--- config.mk ---
export PLATFORM = sky130hd
export DESIGN_NAME = dbridge_pwrseq
export DESIGN_NICKNAME = d
export VERILOG_FILES = /design/src/rtl/dbp_pkg.sv /design/src/rtl/dbp_us_timer.sv /design/src/rtl/dbp_cfg_table.sv /design/src/rtl/dbridge_pwrseq.sv
export SDC_FILE = /design/constraint.sdc
export NUM_CORES = 1
export LEC_CHECK = 0
export BUFFER_PORTS_ARGS = -buffer_cell sky130_fd_sc_hd__buf_2
export CAP_MARGIN = 20
export CORE_MARGIN = 2
export CORE_UTILIZATION = 34
export DETAILED_ROUTE_END_ITERATION = 7
export PLACE_DENSITY = 0.54
export SLEW_MARGIN = 20
export SYNTH_ARGS = -nofsm -noshare
export SYNTH_HDL_FRONTEND = slang
export SYNTH_SLANG_ARGS = --single-unit
--- constraint.sdc ---
create_clock -name clk -period 8.5 [get_ports clk]
set_clock_uncertainty 0.2 [all_clocks]
set_input_delay 0.425 -clock clk [delete_from_list [all_inputs] [get_ports clk]]
set_output_delay 0.425 -clock clk [all_outputs]
set_load 0.02 [all_outputs]
--- src/rtl/dbp_pkg.sv ---
package dbp_pkg;

    typedef enum logic [3:0] {
        ST_HOLD, ST_SETTLE, ST_RD_ID, ST_RD_CFG, ST_VALIDATE, ST_CFG_WR,
        ST_PLL_WAIT, ST_CMD_LEN, ST_CMD_CODE, ST_CMD_WAIT, ST_FINAL,
        ST_READY, ST_FAULT
    } seq_state_e;

    localparam int STEP_W = 4;
    localparam logic [STEP_W-1:0] STEP_MODE = 4'd7;
    localparam logic [STEP_W-1:0] STEP_LAST = 4'd11;

    localparam logic [7:0]  REG_ID       = 8'hB0;
    localparam logic [7:0]  REG_MODE     = 8'hB7;
    localparam logic [7:0]  REG_CMD_LEN  = 8'hBC;
    localparam logic [7:0]  REG_CMD_DATA = 8'hBF;
    localparam logic [15:0] ID_EXPECT    = 16'h2828;
    localparam logic [15:0] MODE_RESET   = 16'h0301;

    localparam logic [7:0]  CMD_EXIT_SLEEP = 8'h11;
    localparam logic [7:0]  CMD_DISPLAY_ON = 8'h29;

    // single-bit masks of the bridge mode register
    localparam logic [15:0] MODE_HS       = 16'h0001;
    localparam logic [15:0] MODE_CLK_HS   = 16'h0002;
    localparam logic [15:0] MODE_VIDEO    = 16'h0008;
    localparam logic [15:0] MODE_PCLK_REF = 16'h0020;
    localparam logic [15:0] MODE_CMD_ONLY = 16'h0040;

    function automatic logic depth_ok(input logic [4:0] depth);
        return (depth == 5'd16) || (depth == 5'd18) || (depth == 5'd24);
    endfunction

    function automatic logic [1:0] fmt_code(input logic [4:0] depth, input logic loose);
        logic [1:0] c;
        case (depth)
            5'd18:   c = loose ? 2'd2 : 2'd1;
            5'd24:   c = 2'd3;
            default: c = 2'd0;
        endcase
        return c;
    endfunction

endpackage

--- src/rtl/dbp_us_timer.sv ---
module dbp_us_timer #(
    parameter int TW   = 32,
    parameter int INIT = 0
) (
    input  logic          clk,
    input  logic          rst_n,
    input  logic          tick,
    input  logic          load,
    input  logic [TW-1:0] load_val,
    output logic          expired
);
    logic [TW-1:0] cnt_q;

    always_ff @(posedge clk or negedge rst_n) begin
        if (!rst_n)
            cnt_q <= TW'(INIT);
        else if (load)
            cnt_q <= load_val;
        else if (tick && cnt_q != '0)
            cnt_q <= cnt_q - 1'b1;
    end

    assign expired = (cnt_q == '0);

    // an expired timer never wraps without a reload
    assert_timer_floor_R1: assert property (@(posedge clk) disable iff (!rst_n)
        (expired && !load) |=> expired);

endmodule

--- src/rtl/dbp_cfg_table.sv ---
module dbp_cfg_table
    import dbp_pkg::*;
#(
    parameter int RESW = 16
) (
    input  logic [STEP_W-1:0] step,
    input  logic [7:0]        hsync_len,
    input  logic [7:0]        vsync_len,
    input  logic [7:0]        hback,
    input  logic [7:0]        vback,
    input  logic [7:0]        hfront,
    input  logic [7:0]        vfront,
    input  logic [RESW-1:0]   h_active,
    input  logic [RESW-1:0]   v_active,
    input  logic [1:0]        fmt,
    input  logic [2:0]        lane_count,
    input  logic [15:0]       pll_word,
    input  logic [6:0]        lp_div,
    input  logic [15:0]       mode_in,
    output logic [7:0]        addr,
    output logic [15:0]       data
);
    logic [7:0] h_bp_total, v_bp_total;
    logic [5:0] lp_field;
    logic [2:0] lane_field;

    assign h_bp_total = hsync_len + hback;
    assign v_bp_total = vsync_len + vback;
    assign lp_field   = 6'(lp_div - 7'd1);
    assign lane_field = lane_count - 3'd1;

    always_comb begin
        unique case (step)
            4'd0:    begin addr = 8'hB1; data = {vsync_len, hsync_len}; end
            4'd1:    begin addr = 8'hB2; data = {v_bp_total, h_bp_total}; end
            4'd2:    begin addr = 8'hB3; data = {vfront, hfront}; end
            4'd3:    begin addr = 8'hB4; data = 16'(h_active); end
            4'd4:    begin addr = 8'hB5; data = 16'(v_active); end
            4'd5:    begin addr = 8'hB6; data = {12'h000, 2'b10, fmt}; end
            4'd6:    begin addr = 8'hDE; data = {13'h0000, lane_field}; end
            4'd7:    begin
                         addr = REG_MODE;
                         data = (mode_in & ~MODE_HS) | MODE_CLK_HS | MODE_CMD_ONLY;
                     end
            4'd8:    begin addr = 8'hBA; data = pll_word; end
            4'd9:    begin addr = 8'hB8; data = 16'h0000; end
            4'd10:   begin addr = 8'hBB; data = {10'h000, lp_field}; end
            4'd11:   begin addr = 8'hB9; data = 16'h0001; end
            default: begin addr = 8'h00; data = 16'h0000; end
        endcase
    end

endmodule

--- src/rtl/dbridge_pwrseq.sv ---
module dbridge_pwrseq
    import dbp_pkg::*;
#(
    parameter int RST_LOW_US  = 10000,
    parameter int RST_WAIT_US = 10000,
    parameter int PLL_WAIT_US = 500,
    parameter int US_PER_MS   = 1000,
    parameter int MSW         = 16,
    parameter int RESW        = 16,
    parameter int TW          = 32
) (
    input  logic            clk,
    input  logic            rst_n,
    input  logic            us_tick,
    input  logic            readback_en,
    input  logic [7:0]      hsync_len,
    input  logic [7:0]      vsync_len,
    input  logic [7:0]      hback,
    input  logic [7:0]      vback,
    input  logic [7:0]      hfront,
    input  logic [7:0]      vfront,
    input  logic [RESW-1:0] h_active,
    input  logic [RESW-1:0] v_active,
    input  logic [4:0]      px_depth,
    input  logic            px_loose,
    input  logic [2:0]      lane_count,
    input  logic            pclk_ref,
    input  logic [15:0]     pll_word,
    input  logic [6:0]      lp_div,
    input  logic [MSW-1:0]  exit_sleep_ms,
    input  logic [MSW-1:0]  display_on_ms,
    input  logic            acc_done,
    input  logic [15:0]     acc_rdata,
    output logic            bridge_rst_n,
    output logic            acc_req,
    output logic            acc_write,
    output logic [7:0]      acc_addr,
    output logic [15:0]     acc_wdata,
    output logic            ready,
    output logic            error
);
    seq_state_e        state_q, state_d;
    logic [STEP_W-1:0] step_q, step_d;
    logic              cmd_q, cmd_d;
    logic [15:0]       mode_q, mode_d;

    logic              tmr_load, tmr_expired;
    logic [TW-1:0]     tmr_val;
    logic [7:0]        tbl_addr;
    logic [15:0]       tbl_data;

    dbp_us_timer #(.TW(TW), .INIT(RST_LOW_US)) u_timer (
        .clk      (clk),
        .rst_n    (rst_n),
        .tick     (us_tick),
        .load     (tmr_load),
        .load_val (tmr_val),
        .expired  (tmr_expired)
    );

    dbp_cfg_table #(.RESW(RESW)) u_table (
        .step       (step_q),
        .hsync_len  (hsync_len),
        .vsync_len  (vsync_len),
        .hback      (hback),
        .vback      (vback),
        .hfront     (hfront),
        .vfront     (vfront),
        .h_active   (h_active),
        .v_active   (v_active),
        .fmt        (fmt_code(px_depth, px_loose)),
        .lane_count (lane_count),
        .pll_word   (pll_word),
        .lp_div     (lp_div),
        .mode_in    (mode_q),
        .addr       (tbl_addr),
        .data       (tbl_data)
    );

    always_ff @(posedge clk or negedge rst_n) begin
        if (!rst_n) begin
            state_q <= ST_HOLD;
            step_q  <= '0;
            cmd_q   <= 1'b0;
            mode_q  <= MODE_RESET;
        end else begin
            state_q <= state_d;
            step_q  <= step_d;
            cmd_q   <= cmd_d;
            mode_q  <= mode_d;
        end
    end

    // next-state, mode copy updates and timer loads
    always_comb begin
        state_d  = state_q;
        step_d   = step_q;
        cmd_d    = cmd_q;
        mode_d   = mode_q;
        tmr_load = 1'b0;
        tmr_val  = '0;
        unique case (state_q)
            ST_HOLD: if (tmr_expired) begin
                state_d  = ST_SETTLE;
                tmr_load = 1'b1;
                tmr_val  = TW'(RST_WAIT_US);
            end
            ST_SETTLE: if (tmr_expired)
                state_d = readback_en ? ST_RD_ID : ST_VALIDATE;
            ST_RD_ID: if (acc_done)
                state_d = (acc_rdata == ID_EXPECT) ? ST_RD_CFG : ST_FAULT;
            ST_RD_CFG: if (acc_done)
                state_d = (acc_rdata == MODE_RESET) ? ST_VALIDATE : ST_FAULT;
            ST_VALIDATE: begin
                if (depth_ok(px_depth)) begin
                    state_d = ST_CFG_WR;
                    step_d  = '0;
                    if (pclk_ref) mode_d = mode_q | MODE_PCLK_REF;
                end else begin
                    state_d = ST_FAULT;
                end
            end
            ST_CFG_WR: if (acc_done) begin
                if (step_q == STEP_MODE) mode_d = tbl_data;
                if (step_q == STEP_LAST) begin
                    state_d  = ST_PLL_WAIT;
                    tmr_load = 1'b1;
                    tmr_val  = TW'(PLL_WAIT_US);
                end else begin
                    step_d = step_q + 1'b1;
                end
            end
            ST_PLL_WAIT: if (tmr_expired) begin
                state_d = ST_CMD_LEN;
                cmd_d   = 1'b0;
            end
            ST_CMD_LEN: if (acc_done) state_d = ST_CMD_CODE;
            ST_CMD_CODE: if (acc_done) begin
                state_d  = ST_CMD_WAIT;
                tmr_load = 1'b1;
                tmr_val  = cmd_q ? TW'(display_on_ms) * TW'(US_PER_MS)
                                 : TW'(exit_sleep_ms) * TW'(US_PER_MS);
            end
            ST_CMD_WAIT: if (tmr_expired) begin
                if (!cmd_q) begin
                    cmd_d   = 1'b1;
                    state_d = ST_CMD_LEN;
                end else begin
                    state_d = ST_FINAL;
                end
            end
            ST_FINAL: if (acc_done) begin
                mode_d  = mode_q | MODE_HS | MODE_VIDEO;
                state_d = ST_READY;
            end
            ST_READY: state_d = ST_READY;
            ST_FAULT: state_d = ST_FAULT;
            default:  state_d = ST_FAULT;
        endcase
    end

    // outputs decoded from the current state
    always_comb begin
        acc_req   = 1'b0;
        acc_write = 1'b1;
        acc_addr  = 8'h00;
        acc_wdata = 16'h0000;
        unique case (state_q)
            ST_RD_ID:    begin acc_req = 1'b1; acc_write = 1'b0; acc_addr = REG_ID; end
            ST_RD_CFG:   begin acc_req = 1'b1; acc_write = 1'b0; acc_addr = REG_MODE; end
            ST_CFG_WR:   begin acc_req = 1'b1; acc_addr = tbl_addr; acc_wdata = tbl_data; end
            ST_CMD_LEN:  begin acc_req = 1'b1; acc_addr = REG_CMD_LEN; acc_wdata = 16'h0001; end
            ST_CMD_CODE: begin
                acc_req   = 1'b1;
                acc_addr  = REG_CMD_DATA;
                acc_wdata = {8'h00, cmd_q ? CMD_DISPLAY_ON : CMD_EXIT_SLEEP};
            end
            ST_FINAL:    begin
                acc_req   = 1'b1;
                acc_addr  = REG_MODE;
                acc_wdata = mode_q | MODE_HS | MODE_VIDEO;
            end
            default:     acc_req = 1'b0;
        endcase
    end

    assign bridge_rst_n = (state_q != ST_HOLD);
    assign ready        = (state_q == ST_READY);
    assign error        = (state_q == ST_FAULT);

    assert_no_access_in_hold_R1: assert property (@(posedge clk) disable iff (!rst_n)
        !bridge_rst_n |-> !acc_req);

    assert_pin_stays_released_R1: assert property (@(posedge clk) disable iff (!rst_n)
        bridge_rst_n |=> bridge_rst_n);

    assert_req_held_R11: assert property (@(posedge clk) disable iff (!rst_n)
        (acc_req && !acc_done) |=> (acc_req && $stable(acc_addr) && $stable(acc_wdata)
                                    && $stable(acc_write)));

    assert_outcome_exclusive_R12: assert property (@(posedge clk) disable iff (!rst_n)
        !(ready && error));

    assert_outcome_sticky_R12: assert property (@(posedge clk) disable iff (!rst_n)
        (ready || error) |=> ($stable(ready) && $stable(error) && !acc_req));

    assert_ready_after_final_R10: assert property (@(posedge clk) disable iff (!rst_n)
        $rose(ready) |-> $past(acc_req && acc_done && acc_addr == REG_MODE));

endmodule

Yosys cells after proc, flatten, opt, wreduce, memory -nomap -nowiden
Cells that the tools add are included.
{"block": "word_totals", "ff_bits": 57, "word_cells": 133, "mem_bits_rw": 0, "memories": 0, "latchBits": 0, "rom_bits": 0, "output_inout_bits": 29, "in_bits": 166}
{"block": "classes", "bitwise": 2, "mul": 2, "div_mod_pow": 0, "n_mux": 52, "n_shift": 0, "eq_ne": 43, "n_lt_le_gt_ge": 0, "addsub": 6, "reduce_logical": 21}
{"operator": "case mux 16 bit (11 select lines)", "n": 1}
{"operator": "case mux 8 bit (12 select lines)", "n": 1}
{"operator": "case mux 26 bit (3 select lines)", "n": 1}
{"operator": "two-way mux 4 bit", "n": 19}
{"operator": "two-way mux 32 bit", "n": 2}
{"operator": "case mux 16 bit (4 select lines)", "n": 1}
{"operator": "two-way mux 26 bit", "n": 2}
{"operator": "case mux 16 bit (3 select lines)", "n": 1}
{"operator": "case mux 4 bit (12 select lines)", "n": 1}
{"operator": "multiplier 16 x 7 -> 23 bit, second input constant", "n": 2}
{"operator": "case mux 8 bit (5 select lines)", "n": 1}
{"operator": "== test 4 bit, second input constant", "n": 9}
{"operator": "== test 4 x 3 -> 1 bit, second input constant", "n": 8}
{"operator": "logical NOT 32 bit", "n": 1}
{"operator": "two-way mux 16 bit", "n": 2}
{"operator": "nonzero test 32 bit", "n": 1}
{"operator": "subtractor 32 x 1 -> 32 bit, second input constant", "n": 1}
{"operator": "!= test 2 bit, second input constant", "n": 15}
{"operator": "two-way mux 6 bit", "n": 3}
{"operator": "two-way mux 9 bit", "n": 2}
{"operator": "adder 8 bit", "n": 2}
{"operator": "== test 16 x 10 -> 1 bit, second input constant", "n": 1}
{"operator": "== test 16 x 14 -> 1 bit, second input constant", "n": 1}
{"operator": "== test 4 x 2 -> 1 bit, second input constant", "n": 4}
{"operator": "26 further kinds", "n": 44}

Longest topological paths before layout
Gate-level depths: netlist of run 1.
{"block": "depth", "word_depth": 6, "ltp_mapped": 18, "mapped_depth_nobuf": 18}

By module
Synthesis of run 1 repeated with hierarchy kept, for this count alone.
{"block": "unflattened", "hier_cells": 1384, "area_unflattened_um2": 11498.5}
{"mod": "dbridge_pwrseq", "area_each_um2": 7495.9, "cells_per_inst": 897, "seq_area_each_um2": 629.4, "n_inst": 1}
{"mod": "dbp_us_timer", "area_each_um2": 2073.2, "cells_per_inst": 234, "seq_area_each_um2": 807.0, "n_inst": 1}
{"mod": "dbp_cfg_table", "area_each_um2": 1929.4, "cells_per_inst": 253, "seq_area_each_um2": 0.0, "n_inst": 1}

Worst setup path after synthesis of run 1
OpenSTA, ideal clock, no wires.
{"block": "synth_timing", "path_kind": "input -> register", "from": "input port display_on_ms[3]", "to": "register u_timer.cnt_q[25]", "path_slack_ps": 3559, "path_stages": 16, "t_arrival_ps": 4620, "t_required_ps": 8179, "setup_time_ps": 121, "n_path_buf": 0, "path_cell_list": "inv_1 > fa_1 > fa_1 > fa_1 > fa_1 > inv_1 > ha_1 > a21o_1 > a31oi_1 > a211oi_1 > o41ai_1 > o31ai_1 > o31ai_1 > xnor2_1 > o22ai_1 > o22a_1"}
{"block": "synth_between", "elab_chain_len": 5}
{"item": "start, declared", "line": "dbridge_pwrseq.sv:31", "source": "input logic [MSW-1:0] display_on_ms,"}
{"item": "multiplier 16 x 7 -> 23 bit", "line": "dbridge_pwrseq.sv:141", "source": "tmr_val = cmd_q ? TW'(display_on_ms) * TW'(US_PER_MS)"}
{"item": "two-way mux 26 bit", "line": "dbridge_pwrseq.sv:141"}
{"item": "two-way mux 26 bit", "line": "dbridge_pwrseq.sv:138", "source": "ST_CMD_CODE: if (acc_done) begin"}
{"item": "case mux 26 bit (3 select lines)", "line": "dbridge_pwrseq.sv:102", "source": "unique case (state_q)"}
{"item": "two-way mux 32 bit", "line": "dbp_us_timer.sv:17", "source": "else if (load)"}
{"item": "end signal, assigned", "line": "dbp_us_timer.sv:16", "source": "cnt_q <= TW'(INIT);"}
{"item": "end signal, assigned", "line": "dbp_us_timer.sv:18", "source": "cnt_q <= load_val;"}
{"item": "end signal, assigned", "line": "dbp_us_timer.sv:20", "source": "cnt_q <= cnt_q - 1'b1;"}
{"item": "end, declared", "line": "dbp_us_timer.sv:12", "source": "logic [TW-1:0] cnt_q;"}
No other way between the ends.
A chain may end at the register's enable or synchronous reset.

Final worst setup path of run 1
{"block": "layout_timing", "from": "input port display_on_ms[2]", "to": "register u_timer.cnt_q[25]"}
The elaborated chain is that of the path after synthesis.

==> results of run 1 <==
-- cells by family (layout without fill, tap and decap cells) --
kind of cell,after synthesis,in the layout
flops,56,56
mux,17,17
xor+xnor,58,58
simple gates,332,332
compound gates,331,331
fa+ha+maj,236,236
buf+inv,223,388
-- report_power, final --
group,internal [W],leakage [nW],switching (W),total [W]
Clock,0.000118,0.0701,0.000106,0.000224
Combinational,0.000841,5.14,0.00115,0.00199
Sequential,0.000284,0.733,0.0000255,0.000310
-- sequential cells by signal, summed over array words and instances (netlist names) --
register,flops
cmd_q,1
state_q,4
u_timer.cnt_q,32
mode_q,15
step_q,4
-- Yosys cell counts, types with 6 or more instances --
| cell | count | area share |
|---|---|---|
| inv_1 | 182 | 0.064 |
| ha_1 | 126 | 0.15 |
| fa_1 | 110 | 0.21 |
| nor2_1 | 91 | 0.032 |
| nand2_1 | 80 | 0.028 |
| a21oi_1 | 71 | 0.033 |
| o21ai_0 | 65 | 0.031 |
| dfrtp_1 | 49 | 0.12 |
| xnor2_1 | 38 | 0.031 |
| clkbuf_1 | 36 | 0.013 |
| nor3_1 | 35 | 0.016 |
| a21o_1 | 23 | 0.016 |
| a31oi_1 | 23 | 0.014 |
| nand3_1 | 23 | 0.011 |
| xor2_1 | 20 | 0.016 |
| a22oi_1 | 19 | 0.013 |
| nand2b_1 | 19 | 0.011 |
| a221oi_1 | 13 | 0.011 |
| a211oi_1 | 12 | 0.0085 |
| o21bai_1 | 12 | 0.0085 |
| o22ai_1 | 12 | 0.0071 |
| and2_1 | 11 | 0.0065 |
| o21a_1 | 11 | 0.0078 |
| mux2_2 | 10 | 0.011 |
| nor2b_1 | 10 | 0.0059 |
| a22o_1 | 8 | 0.0066 |
| or3_1 | 8 | 0.0047 |
| dfstp_2 | 7 | 0.017 |
| mux2i_1 | 7 | 0.0066 |
| nand4_1 | 7 | 0.0041 |
| a222oi_1 | 6 | 0.0057 |
| and3_1 | 6 | 0.0035 |
| nor4_1 | 6 | 0.0035 |
| o22a_1 | 6 | 0.0049 |
| or2_2 | 6 | 0.0035 |
| or4_1 | 6 | 0.0042 |
-- through the flow --
step                utilization  hold slack (ns)
floorplan                     -          -0.0706
global placement          0.390            0.250
detailed placement        0.390            0.253
CTS                       0.395            0.128
global route              0.395            0.156
finish                    0.395           0.0825
-- per-layer routing --
layer / vias to the layer above / wire, um
li1: 4712 / -
met2: 320 / 14700
met3: 32 / 1640
met4: 0 / 560
met5: - / 0
met1: 4653 / 13200
-- layout make-up --
type,count,area (um2)
clock inverter,1,7.51
sequential,56,1410
timing repair buffer,198,1000
inverter,182,683
tap,396,495
clock buffer,7,143
fill,3194,18500
multi-input combinational,974,8380
-- worst max path at each step --
stage / from / to / slack, ns / cells after the start
floorplan: display_on_ms[3] / u_timer.cnt_q[25] / 3.56 / 16
global placement: display_on_ms[3] / u_timer.cnt_q[25] / 2.82 / 17
detailed placement: display_on_ms[2] / u_timer.cnt_q[25] / 2.80 / 17
CTS: display_on_ms[2] / u_timer.cnt_q[25] / 3.11 / 17
global route: display_on_ms[3] / u_timer.cnt_q[25] / 2.75 / 17
finish: display_on_ms[2] / u_timer.cnt_q[25] / 3.16 / 17
==> metrics.yaml, run 1 <==
status: "finished clean"
async_flop_share: 1.00
timing.critical_path.from_type: "primary input"
drive_above_1_share: 0.173
cts_buffers: 5
cts_buffer_depth: 2
finalPower_w: 0.00252
cp_cell_sequence: "buf_2, inv_1, fa_1, fa_1, fa_1, fa_1, inv_1, ha_1, a21o_1, a31oi_1, a211oi_1, o41ai_1, o31ai_1, o31ai_1, xnor2_1, o22ai_1, o22a_1"
track_usage: 0.183
routabilityCongestion: 0.876
rsz0062_at_grt: "false"
boundaryPins: 195
layout_common_cells: "193 x buf_2, 182 x inv_1, 126 x ha_1"
fin_nets: 1819
synth-edff-count: 0
path_clk_slew_ns: 0.08
synthMuxAreaShare: 0.0172
cts_resized: 0
cpMostUsedCell: "fa_1"
r2r_setup_slack_ns: 4.40
max_freq_mhz: 187
cpMaxStageDelayCell: "o41ai_1"
yosys_register_bits: 56
grt_use_met1: 0.235
syn_nets: 1655
die_area_mm2: 0.0327
maxSlewViolCount: 0
row_count: 64
r2r-start: "state_q[2]"
syn_to_final_growth_pct: 14.1
layout_setup_ws_ns: 3.16
synth_cells: 1253
crit_required_ns: 8.51
post_cts_buffers: 0
antenna_found_initial: 0
worstMarginPinSlew_ns: 0.996
post-route-period-util: 0.628
relSlewSlack: 0.331
floorplan.initialDensity: 0.346
hold_viol: 0
firstDrtPassIters: 5
grt_max_degree: 57
vias: 9717
grt_pass1_wl_um: 49200
synth_compound_area_frac: 0.209
met3_usage: 0.0204
p_per_area_mw_per_mm2: 208
seq_area_frac_synth: 0.133
grt_busiest_layer: "met2"
avgRoutedWirePerCell_um: 16.6
port-buffer-count: 193
cts_root_buf: "clkbuf_16"
r2r_end: "u_timer.cnt_q[30]"
netlist_area_mm2: 0.0106
cts.sink_count: 56
path_class: "in2reg"
pre_cts_ws_ns: 2.80
synth_cell_types: 77
htreeDepth: 2
p_leak_nw: 5.94
viasPerCell: 5.36
grt_pass1_vias: 9645
post-route-min-period_ns: 5.34
instances_no_fill: 1814
setup_violations: 0
ctsHoldBuffers: 0
layout_commonest_cell: "buf_2"
clk_latency_ns: 0.31
cp-end-kind: "flop"
min_path_type: "in2async"
fp.dieH_um: 181
die_x_um: 181
synth_xor_area_frac: 0.0478
hpwl_um: 25000
yosys_warnings: 0
cp_num_buf_inv: 3
critical_path_arrival_ns: 5.34
synth_fa_ha_area_frac: 0.356
cp_max_fo: 6
vdd_drop_max_mv: 0.122
antenna_left: 0
dp.cells: 1806
cts_tree: "yes"
place_area_mm2: 0.0120
ff2ff_path_depth: 9
drc: 0
finalInstanceArea_mm2: 0.0121
core_area_mm2: 0.0307
max_cap_violations: 0
fin_setup_tns_ns: 0
num_antenna_cells: 0
critical-path-top-delay-family: "adder cells"
drt_iter0_markers: 517
max_stage_delay_ns: 0.68
synthSimpleGateAreaFrac: 0.158
drt_wl_total_um: 30100
synthFlopType: "dfrtp_1"
grt_overflow_total: 0
avgSynthCellArea_um2: 8.48
met2_usage: 0.327
synth_top_family_by_area: "adder cells"
No activity file was read; power rests on OpenSTA's default activity.
==> run 2: changes to the inputs <==
PLACE_DENSITY = 0.56   (was 0.54)
clock period = 4.35 ns   (was 8.5 ns; I/O delays follow)
==> run 2 against run 1 <==
Against the previous run:
- the run now ends with negative setup slack left
- power grew to 2.7 times the previous value
- clock-buffer cell count shrank 2
- routed wire length grew 6.0%
- setup slack lost 3.3 ns
- core utilization grew 5.3 points
- sequential cell count is the same
- largest power group unchanged
==> metrics.yaml, run 2 (synthesis results as in run 1) <==
status: "complete, but fails checks"
violations: "negative setup slack"
num_antenna_cells: 0  # unchanged
drt_wl_total_um: 31900  # +6.0%
avgRoutedWirePerCell_um: 16.3  # -2.1%
setup_violations: 5  # +5
grt_pass1_wl_um: 52500  # +6.6%
core_area_mm2: 0.0307  # unchanged
path_clk_slew_ns: 0.08  # about the same
largestRegisters: "u_timer.cnt_q: 32 flops, mode_q: 15 flops"
die_x_um: 181  # unchanged
cp-end-kind: "flop"
whs_ns: 0.0322  # -0.0503 ns
layout_setup_ws_ns: -0.0935  # -3.26 ns
routabilityCongestion: 0.915  # +4.5%
min_path_type: "in2reg"
cts_root_buf: "clkbuf_16"
layout_commonest_cell: "buf_2"
rsz0062_at_grt: "true"
drive_above_1_share: 0.300  # +0.127
cts_tree: "yes"
hold_viol: 0  # unchanged
boundaryPins: 195  # unchanged
antenna_found_initial: 0  # unchanged
pre_cts_ws_ns: -0.550  # -3.35 ns
grt_overflow_total: 0  # unchanged
maxSlewViolCount: 0  # unchanged
critical_path_arrival_ns: 4.45  # -0.89 ns
die_area_mm2: 0.0327  # unchanged
port-buffer-count: 193  # unchanged
p_per_area_mw_per_mm2: 498  # +140%
fp.dieH_um: 181  # unchanged
hpwl_um: 26400  # +5.8%
r2r-start: "state_q[2]"
drc: 0  # unchanged
r2r_setup_slack_ns: 0.77  # -3.63 ns
post-route-period-util: 1.02
drt_iter0_markers: 529  # +2.3%
vias: 10324  # +6.2%
layout_common_cells: "188 x buf_2, 163 x inv_1, 151 x buf_4"
viasPerCell: 5.26  # -1.9%
r2r_end: "u_timer.cnt_q[10]"
floorplan.initialDensity: 0.346  # unchanged
clk_latency_ns: 0.32  # about the same
cts_buffer_depth: 2  # unchanged
relSlewSlack: 0.448  # +0.117
grt_max_degree: 54  # -5.3%
fin_setup_tns_ns: -0.351  # -0.351 ns
max_cap_violations: 0  # unchanged
vdd_drop_max_mv: 0.312  # +160%
firstDrtPassIters: 5  # unchanged
path_class: "in2reg"
n_fill_cell: 3060  # -4.2%
row_count: 64  # unchanged
crit_required_ns: 4.35  # -4.16 ns
max_freq_mhz: 225
cp_max_fo: 3  # -3
largest_reg_flops: 32  # unchanged
worstMarginPinSlew_ns: 0.825  # -0.171 ns
syn_to_final_growth_pct: 29.4
antenna_left: 0  # unchanged
largest_register: "u_timer.cnt_q"
timing.critical_path.from_type: "primary input"
cts_buffers: 5  # unchanged
whs_path_depth: 2
p_leak_nw: 6.70  # +13%
track_usage: 0.195  # +0.0122
post-route-min-period_ns: 4.44
cts.sink_count: 56  # unchanged
grt_pass1_vias: 10426  # +8.1%
htreeDepth: 2  # unchanged
hold_path_startpoint: "acc_done"
ff2ff_path_depth: 8  # -1
fin_nets: 1969  # +8.2%
hold_path_end: "mode_q[5]"
-- run 2: cell types whose count changed in the layout (fill, tap and decap cells not counted), moves of 10 or more --
cell     before  now
inv_2         0   10
inv_1       182  163
ha_1        126  116
a21oi_1      71   60
buf_4         5  151
-- run 2: how the worst max path moves through the flow --
stage / from / to / slack, ns / cells after the start
2_1_floorplan: display_on_ms[10] / u_timer.cnt_q[25] / -0.12 / 18
3_3_place_gp: display_on_ms[3] / u_timer.cnt_q[24] / -0.48 / 19
3_5_place_dp: display_on_ms[3] / u_timer.cnt_q[24] / -0.55 / 19
4_1_cts: display_on_ms[3] / u_timer.cnt_q[24] / -0.08 / 19
5_1_grt: display_on_ms[3] / u_timer.cnt_q[19] / -0.28 / 19
6_report: display_on_ms[0] / u_timer.cnt_q[19] / -0.09 / 19
-- run 2: layout make-up --
class,instances,area (um2),area share
inverter,182,717,0.0522
clock buffer,5,125,0.00910
multi-input combinational,974,8790,0.639
clock inverter,3,27.5,0.00200
timing repair buffer,348,2180,0.159
sequential,56,1410,0.103
tap,396,495,0.0360
-- run 2: layer usage --
metal  vias to the layer above  part of all wire  track usage
met4                         0             0.020       0.0500
met5                         -                 0            0
met2                       340              0.50        0.348
li1                       5010                 -            -
met3                        32             0.057       0.0212
met1                      4942              0.43        0.251
-- run 2: per-stage QoR --
step                power (W)  instance area, um2  instances  utilization
floorplan             0.00374               10800       1253            -
global route          0.00755               13700       1964        0.448
CTS                   0.00651               13500       1958        0.441
finish                0.00685               13700       1964        0.448
detailed placement    0.00562               13100       1938        0.427
global placement      0.00557               13100       1938        0.427
-- run 2: repair_timing --
action	CTS	global route
setup endpoints to repair	11	13
pin swaps	42	31
resized for setup	47	32
endpoints found under the hold margin	3	0
hold buffers	1	0
setup buffers	12	6
-- run 2: critical path: stages --
cell      delay (ns)
buf_2           0.12
fa_1            0.51
fa_1            0.50
inv_1           0.05
fa_1            0.45
fa_1            0.50
inv_1           0.05
ha_2            0.19
a21o_1          0.20
buf_4           0.15
a31oi_4         0.16
a211oi_2        0.11
o41ai_2         0.31
buf_4           0.21
o21bai_4        0.09
xnor2_1         0.19
mux2i_1         0.14
a211oi_2        0.24
nor3_1          0.06
-- run 2: where the power goes --
part | leakage [nW] | switching (W) | internal [W]
logic | 5.89 | 0.00292 | 0.00288
clock network | 0.0719 | 0.000229 | 0.000220
registers | 0.733 | 0.0000500 | 0.000556
